`src/rtl/fsr_pkg.sv`:
```
package fsr_pkg;
    localparam int FSR_W    = 64;
    localparam int FLAG_W   = 5;
    localparam int CUR_LSB  = 0;
    localparam int ACC_LSB  = CUR_LSB + 5;
    localparam int EN_LSB   = CUR_LSB + 23;
    localparam int TT_LSB   = 14;
    localparam int TT_W     = 3;
    localparam int CC_BASE  = 10;
    localparam int CC_NUM   = 4;
    localparam int INV_BIT  = 4;
    localparam logic [TT_W-1:0] TT_IEEE = 3'd1;

    typedef enum logic [1:0] {
        REL_EQ = 2'd0,
        REL_LT = 2'd1,
        REL_GT = 2'd2,
        REL_UN = 2'd3
    } rel_e;

    typedef struct packed {
        logic [FSR_W-1:0] fsr;
        logic             trap;
    } fsr_state_t;

    function automatic int cc_pos(input int idx);
        return (idx == 0) ? CC_BASE : CC_BASE + 20 + 2 * idx;
    endfunction
endpackage

```
`src/rtl/fsr_arith_upd.sv`:
```
module fsr_arith_upd
    import fsr_pkg::*;
(
    input  logic [FSR_W-1:0]  cur_reg,
    input  logic [FLAG_W-1:0] flags,
    output logic [FSR_W-1:0]  nxt_reg,
    output logic              nxt_trap
);
    logic [FLAG_W-1:0] enabled_hits;

    always_comb begin
        enabled_hits = flags & cur_reg[EN_LSB +: FLAG_W];
        nxt_reg      = cur_reg;
        nxt_reg[CUR_LSB +: FLAG_W] = flags;
        nxt_trap     = |enabled_hits;
        if (nxt_trap) begin
            nxt_reg[TT_LSB +: TT_W] = TT_IEEE;
        end else begin
            nxt_reg[ACC_LSB +: FLAG_W] = cur_reg[ACC_LSB +: FLAG_W] | flags;
        end
    end
endmodule

```
`src/rtl/fsr_cmp_upd.sv`:
```
module fsr_cmp_upd
    import fsr_pkg::*;
(
    input  logic [FSR_W-1:0] cur_reg,
    input  logic [1:0]       sel,
    input  logic [1:0]       rel,
    input  logic             signaling,
    output logic [FSR_W-1:0] nxt_reg,
    output logic             nxt_trap
);
    logic [FSR_W-1:0] lo_mask [CC_NUM];
    logic [FSR_W-1:0] hi_mask [CC_NUM];
    logic [FSR_W-1:0] lo_sel;
    logic [FSR_W-1:0] hi_sel;

    for (genvar i = 0; i < CC_NUM; i++) begin : g_pair
        assign lo_mask[i] = FSR_W'(1) << cc_pos(i);
        assign hi_mask[i] = FSR_W'(1) << (cc_pos(i) + 1);
    end

    always_comb begin
        lo_sel   = lo_mask[sel];
        hi_sel   = hi_mask[sel];
        nxt_reg  = cur_reg & ~(lo_sel | hi_sel);
        nxt_trap = 1'b0;
        unique case (rel_e'(rel))
            REL_LT: nxt_reg = nxt_reg | lo_sel;
            REL_GT: nxt_reg = nxt_reg | hi_sel;
            REL_UN: begin
                nxt_reg = nxt_reg | lo_sel | hi_sel;
                if (cur_reg[EN_LSB + INV_BIT] || signaling) begin
                    nxt_trap = 1'b1;
                    nxt_reg[CUR_LSB + INV_BIT] = 1'b1;
                    nxt_reg[TT_LSB +: TT_W]    = TT_IEEE;
                end else begin
                    nxt_reg[ACC_LSB + INV_BIT] = 1'b1;
                end
            end
            default: ;
        endcase
    end
endmodule

```
`src/rtl/fsr_update.sv`:
```
module fsr_update
    import fsr_pkg::*;
(
    input  logic              clk,
    input  logic              rst_n,
    input  logic              wr_en,
    input  logic [FSR_W-1:0]  wr_data,
    input  logic              flag_valid,
    input  logic [FLAG_W-1:0] flags,
    input  logic              cmp_valid,
    input  logic [1:0]        cmp_res,
    input  logic [1:0]        cmp_sel,
    input  logic              cmp_signal,
    output logic [FSR_W-1:0]  fsr_o,
    output logic              trap_o
);
    fsr_state_t       st_d, st_q;
    logic [FSR_W-1:0] ar_reg, cp_reg;
    logic             ar_trap, cp_trap;

    fsr_arith_upd u_arith (
        .cur_reg (st_q.fsr),
        .flags   (flags),
        .nxt_reg (ar_reg),
        .nxt_trap(ar_trap)
    );

    fsr_cmp_upd u_cmp (
        .cur_reg  (st_q.fsr),
        .sel      (cmp_sel),
        .rel      (cmp_res),
        .signaling(cmp_signal),
        .nxt_reg  (cp_reg),
        .nxt_trap (cp_trap)
    );

    always_comb begin
        st_d      = st_q;
        st_d.trap = 1'b0;
        if (wr_en) begin
            st_d.fsr = wr_data;
        end else if (flag_valid) begin
            st_d.fsr  = ar_reg;
            st_d.trap = ar_trap;
        end else if (cmp_valid) begin
            st_d.fsr  = cp_reg;
            st_d.trap = cp_trap;
        end
    end

    always_ff @(posedge clk) begin
        if (!rst_n) begin
            st_q <= '0;
        end else begin
            st_q <= st_d;
        end
    end

    assign fsr_o  = st_q.fsr;
    assign trap_o = st_q.trap;

    // an accepted arithmetic event leaves its flags in the current field
    p_cur_load_r2: assert property (@(posedge clk) disable iff (!rst_n)
        ($past(rst_n) && $past(flag_valid) && !$past(wr_en))
        |-> fsr_o[CUR_LSB +: FLAG_W] == $past(flags));

    // a trap always carries the IEEE trap type
    p_trap_type_r4: assert property (@(posedge clk) disable iff (!rst_n)
        trap_o |-> fsr_o[TT_LSB +: TT_W] == TT_IEEE);

    // a trap follows an event strobe and lasts one cycle
    p_trap_pulse_r4: assert property (@(posedge clk) disable iff (!rst_n)
        trap_o |-> ($past(rst_n) && ($past(flag_valid) || $past(cmp_valid))
                    && !$past(wr_en) && !$past(trap_o)));

    // the accrued field never loses bits except through a write
    p_acc_keep_r5: assert property (@(posedge clk) disable iff (!rst_n)
        ($past(rst_n) && !$past(wr_en))
        |-> ((fsr_o[ACC_LSB +: FLAG_W] & $past(fsr_o[ACC_LSB +: FLAG_W]))
             == $past(fsr_o[ACC_LSB +: FLAG_W])));

    // a compare never touches the enable field
    p_cmp_en_r6: assert property (@(posedge clk) disable iff (!rst_n)
        ($past(rst_n) && $past(cmp_valid) && !$past(wr_en) && !$past(flag_valid))
        |-> $stable(fsr_o[EN_LSB +: FLAG_W]));

    // a write is taken verbatim
    p_write_r10: assert property (@(posedge clk) disable iff (!rst_n)
        ($past(rst_n) && $past(wr_en)) |-> (fsr_o == $past(wr_data) && !trap_o));
endmodule

```
`config.mk`:
```
export PLATFORM = sky130hd
export DESIGN_NAME = fsr_update
export DESIGN_NICKNAME = d
export VERILOG_FILES = /design/src/rtl/fsr_pkg.sv /design/src/rtl/fsr_arith_upd.sv /design/src/rtl/fsr_cmp_upd.sv /design/src/rtl/fsr_update.sv
export SDC_FILE = /design/constraint.sdc
export NUM_CORES = 1
export LEC_CHECK = 0
export ABC_CLOCK_PERIOD_IN_PS = 1590
export BUFFER_PORTS_ARGS = -buffer_cell sky130_fd_sc_hd__clkbuf_2
export CAP_MARGIN = 20
export CORE_UTILIZATION = 51
export CTS_CLUSTER_SIZE = 25
export DETAILED_ROUTE_END_ITERATION = 12
export PLACE_DENSITY = 0.88
export SLEW_MARGIN = 20
export SYNTH_ARGS = -nofsm -noshare
export SYNTH_HDL_FRONTEND = slang
export SYNTH_HIERARCHICAL = 1
export SYNTH_SLANG_ARGS = --single-unit
```
`constraint.sdc`:
```
create_clock -name clk -period 1.59 [get_ports clk]
set_input_delay 0.3975 -clock clk [delete_from_list [all_inputs] [get_ports clk]]
set_output_delay 0.3975 -clock clk [all_outputs]
set_load 0.01 [all_outputs]
```
==> impl_metrics.tcl <==
set metrics [dict create \
    grt_pass1_vias 3215 \
    ctsHoldBuffers 0 \
    die-area_um2 8400 \
    initial_core_util_pct 52.77 \
    worstSetupStartpointType "register" \
    ys_ff_latch 65 \
    crit_slowest_cell "a222oi_1" \
    clockPowerShare_pct 35.9 \
    area_growth_pct 6.380 \
    drive_gt1_share_pct 46.92 \
    cp_data_required_time_ns 1.85 \
    cts_root_buf "clkbuf_8" \
    insertion_delay_ns 0.33 \
    cp_num_buf_inv 1 \
    cts_buffers 9 \
    final_cells 573 \
    holdCritPathClass "in2reg" \
    hpwl_mm 6.471 \
    rsz0062_at_grt "no" \
    setup_tns_ns 0 \
    worstSetupPathType "reg2reg" \
    wl_mm 9.648 \
    die_y_um 91.65 \
    antenna_left 0 \
    io_buffers 143 \
    core_area_um2 7767 \
    drt-initial-drc-count 147 \
    max-vdd-ir-drop_v 0.0004149 \
    syn-cell-area_um2 4099 \
    synthFlopType "dfxtp_1" \
    powerDensity_nw_per_um2 1022 \
    fin_crit_ns 1.444 \
    cts_tree "yes" \
    yosys-top-cells-area "dfxtp_1 (32%), buf_4 (20%), o221ai_2 (11%), o22ai_1 (9.6%), a21oi_1 (7.8%)" \
    slew_headroom_pct 69.51 \
    cts_resized 0 \
    p_leak_nw 1.826 \
    crit_path_end_kind "register" \
    overflow 0 \
    n_antenna_cell 0 \
    p_sw_w 0.001275 \
    post-synth-top-area-cell "dfxtp_1" \
    synth_edf_count 0 \
    fmax_mhz 692.6 \
    post-route-drc-count 0 \
    cpPeakStageDelay_ns 0.40 \
    finalSetupViolCount 0 \
    track_usage_pct 22.76 \
    hold_ws_ns 0.3735 \
    yosysWarningCount 6 \
    pre_cts_slack_ns 0.01654 \
    rows 32 \
    cts.sinks 65 \
    p_int_w 0.003183 \
    io_pins 144 \
    cts.reportedPaths.clkPinSlew_ns 0.07 \
    yosysUniqueCellTypes 26 \
    vias 3508 \
    cts_post_setup_buffers_inserted 0 \
    htree_levels 3 \
    comb_power_share_pct 21.1 \
    grt_pass1_wl_mm 15.55 \
    slew_violations 0 \
    p_sw_share_pct 28.59 \
    final_cell_mix "clkbuf_2 (142), a21oi_1 (64), dfxtp_1 (64)" \
    synth_top_area_share_pct 31.75 \
    drv_cap 0 \
    grt_max_degree 66 \
    crit_fanout 7 \
    outcome "completed" \
    finalCritPeriodShare_pct 90.80 \
    worst_slew_pin_slew_ns 0.4553 \
    syn_inst 446 \
    fin_nets 545 \
    final_common_cell "clkbuf_2" \
    synth_nets 525 \
    async_flop_share_pct 0 \
    seqPwrFrac_pct 43.0 \
    cts_buffer_depth 2 \
    route.detailed.wl_per_inst_um 16.84 \
    yosysSeqAreaShare_pct 31.75 \
    gp_congestion 0.8094 \
    grt_antenna_before_repair 0 \
    cp_top_family "compound AO/OA/AOI/OAI gates" \
    hold_violations 0 \
    syn_avg_cell_area_um2 9.190 \
    dr.pass1.iters 4 \
    fin_skew_ns 0.003863 \
    setup_slack_ns 0.1462 \
    crit_chain "a222oi_1 -> buf_4 -> a31o_1 -> o22ai_1 -> a21oi_1" \
    via_per_inst 6.122 \
    fp.dieW_um 91.65 \
    placed_cells 557 \
    critPathArrivalTime_ns 1.70 \
]
## registers in the layout, summed over array words and instances, names as in the netlist
register and count:
fsr_o 64, trap_o 1
## layout make-up
type	count	area [um^2]
fillers	694	3407
repair buffers	158	928.4
clock buffers	11	151.4
multi-input cells	229	1759
flip-flops and latches	65	1303
clock inverters	5	77.57
inverters	3	13.76
well taps	102	127.6
## kinds of logic (layout without fill, tap and decap cells)
| group | count (synthesis) | count (layout) | share of synthesized area (%) |
|---|---|---|---|
| AO/OA/AOI/OAI | 202 | 202 | 38.03 |
| buffers and inverters | 152 | 177 | 25.52 |
| flip-flops | 65 | 65 | 31.75 |
| multiplexers | 8 | 8 | 2.198 |
| AND/OR/NAND/NOR | 19 | 19 | 2.503 |
## stage by stage
step,cell area [um^2],utilization (%),power (W)
2_1_floorplan,4099,-,0.002781
3_3_place_gp,4130,53.17,0.002842
3_5_place_dp,4130,53.17,0.002890
4_1_cts,4359,56.12,0.004490
5_1_grt,4360,56.14,0.004673
6_report,4360,56.14,0.004458
## final timing paths
| check | from | to | slack [ns] | cells past startpoint |
|---|---|---|---|---|
| setup / recovery | fsr_o[23] | fsr_o[6] | 0.15 | 5 |
| hold / removal | wr_data[2] | fsr_o[2] | 0.37 | 3 |
| setup reg to reg | fsr_o[23] | fsr_o[6] | 0.15 | 5 |
| hold reg to reg | fsr_o[4] | fsr_o[4] | 0.54 | 2 |
## layer usage
layer	share of wire [%]	global-route usage, %	up-vias	wire length [um]
met5	0	0	-	0
met4	2.2	9.259	0	212
met3	5.3	3.814	22	507
li1	-	-	1703	-
met2	50	39.22	129	4846
met1	42	28.10	1654	4081
## power by group through the flow
stage / clock (W) / combinational [W] / sequential (W)
after global placement: 0 / 0.000901 / 0.00194
after detailed placement: 0 / 0.000937 / 0.00195
after global routing: 0.00171 / 0.00102 / 0.00194
after CTS: 0.00163 / 0.000943 / 0.00192
final: 0.00160 / 0.000940 / 0.00192
after floorplan: 0 / 0.000786 / 0.00200
## synth_stat cells, drive strengths merged, types with 2 or more instances
cell / instances
dfxtp: 65
mux2: 8
o221ai: 64
nand2: 4
nor2: 3
clkbuf: 20
and2: 2
inv: 3
o22ai: 63
a31o: 6
buf: 129
nand2b: 5
a21oi: 64
and3: 3
## worst register-to-register path, stage by stage, from the launching register on
cell,delay (ns)
dfxtp_2,0.35
a222oi_1,0.40
buf_4,0.22
a31o_1,0.17
o22ai_1,0.08
a21oi_1,0.14
(Power assumes the default switching activity.)
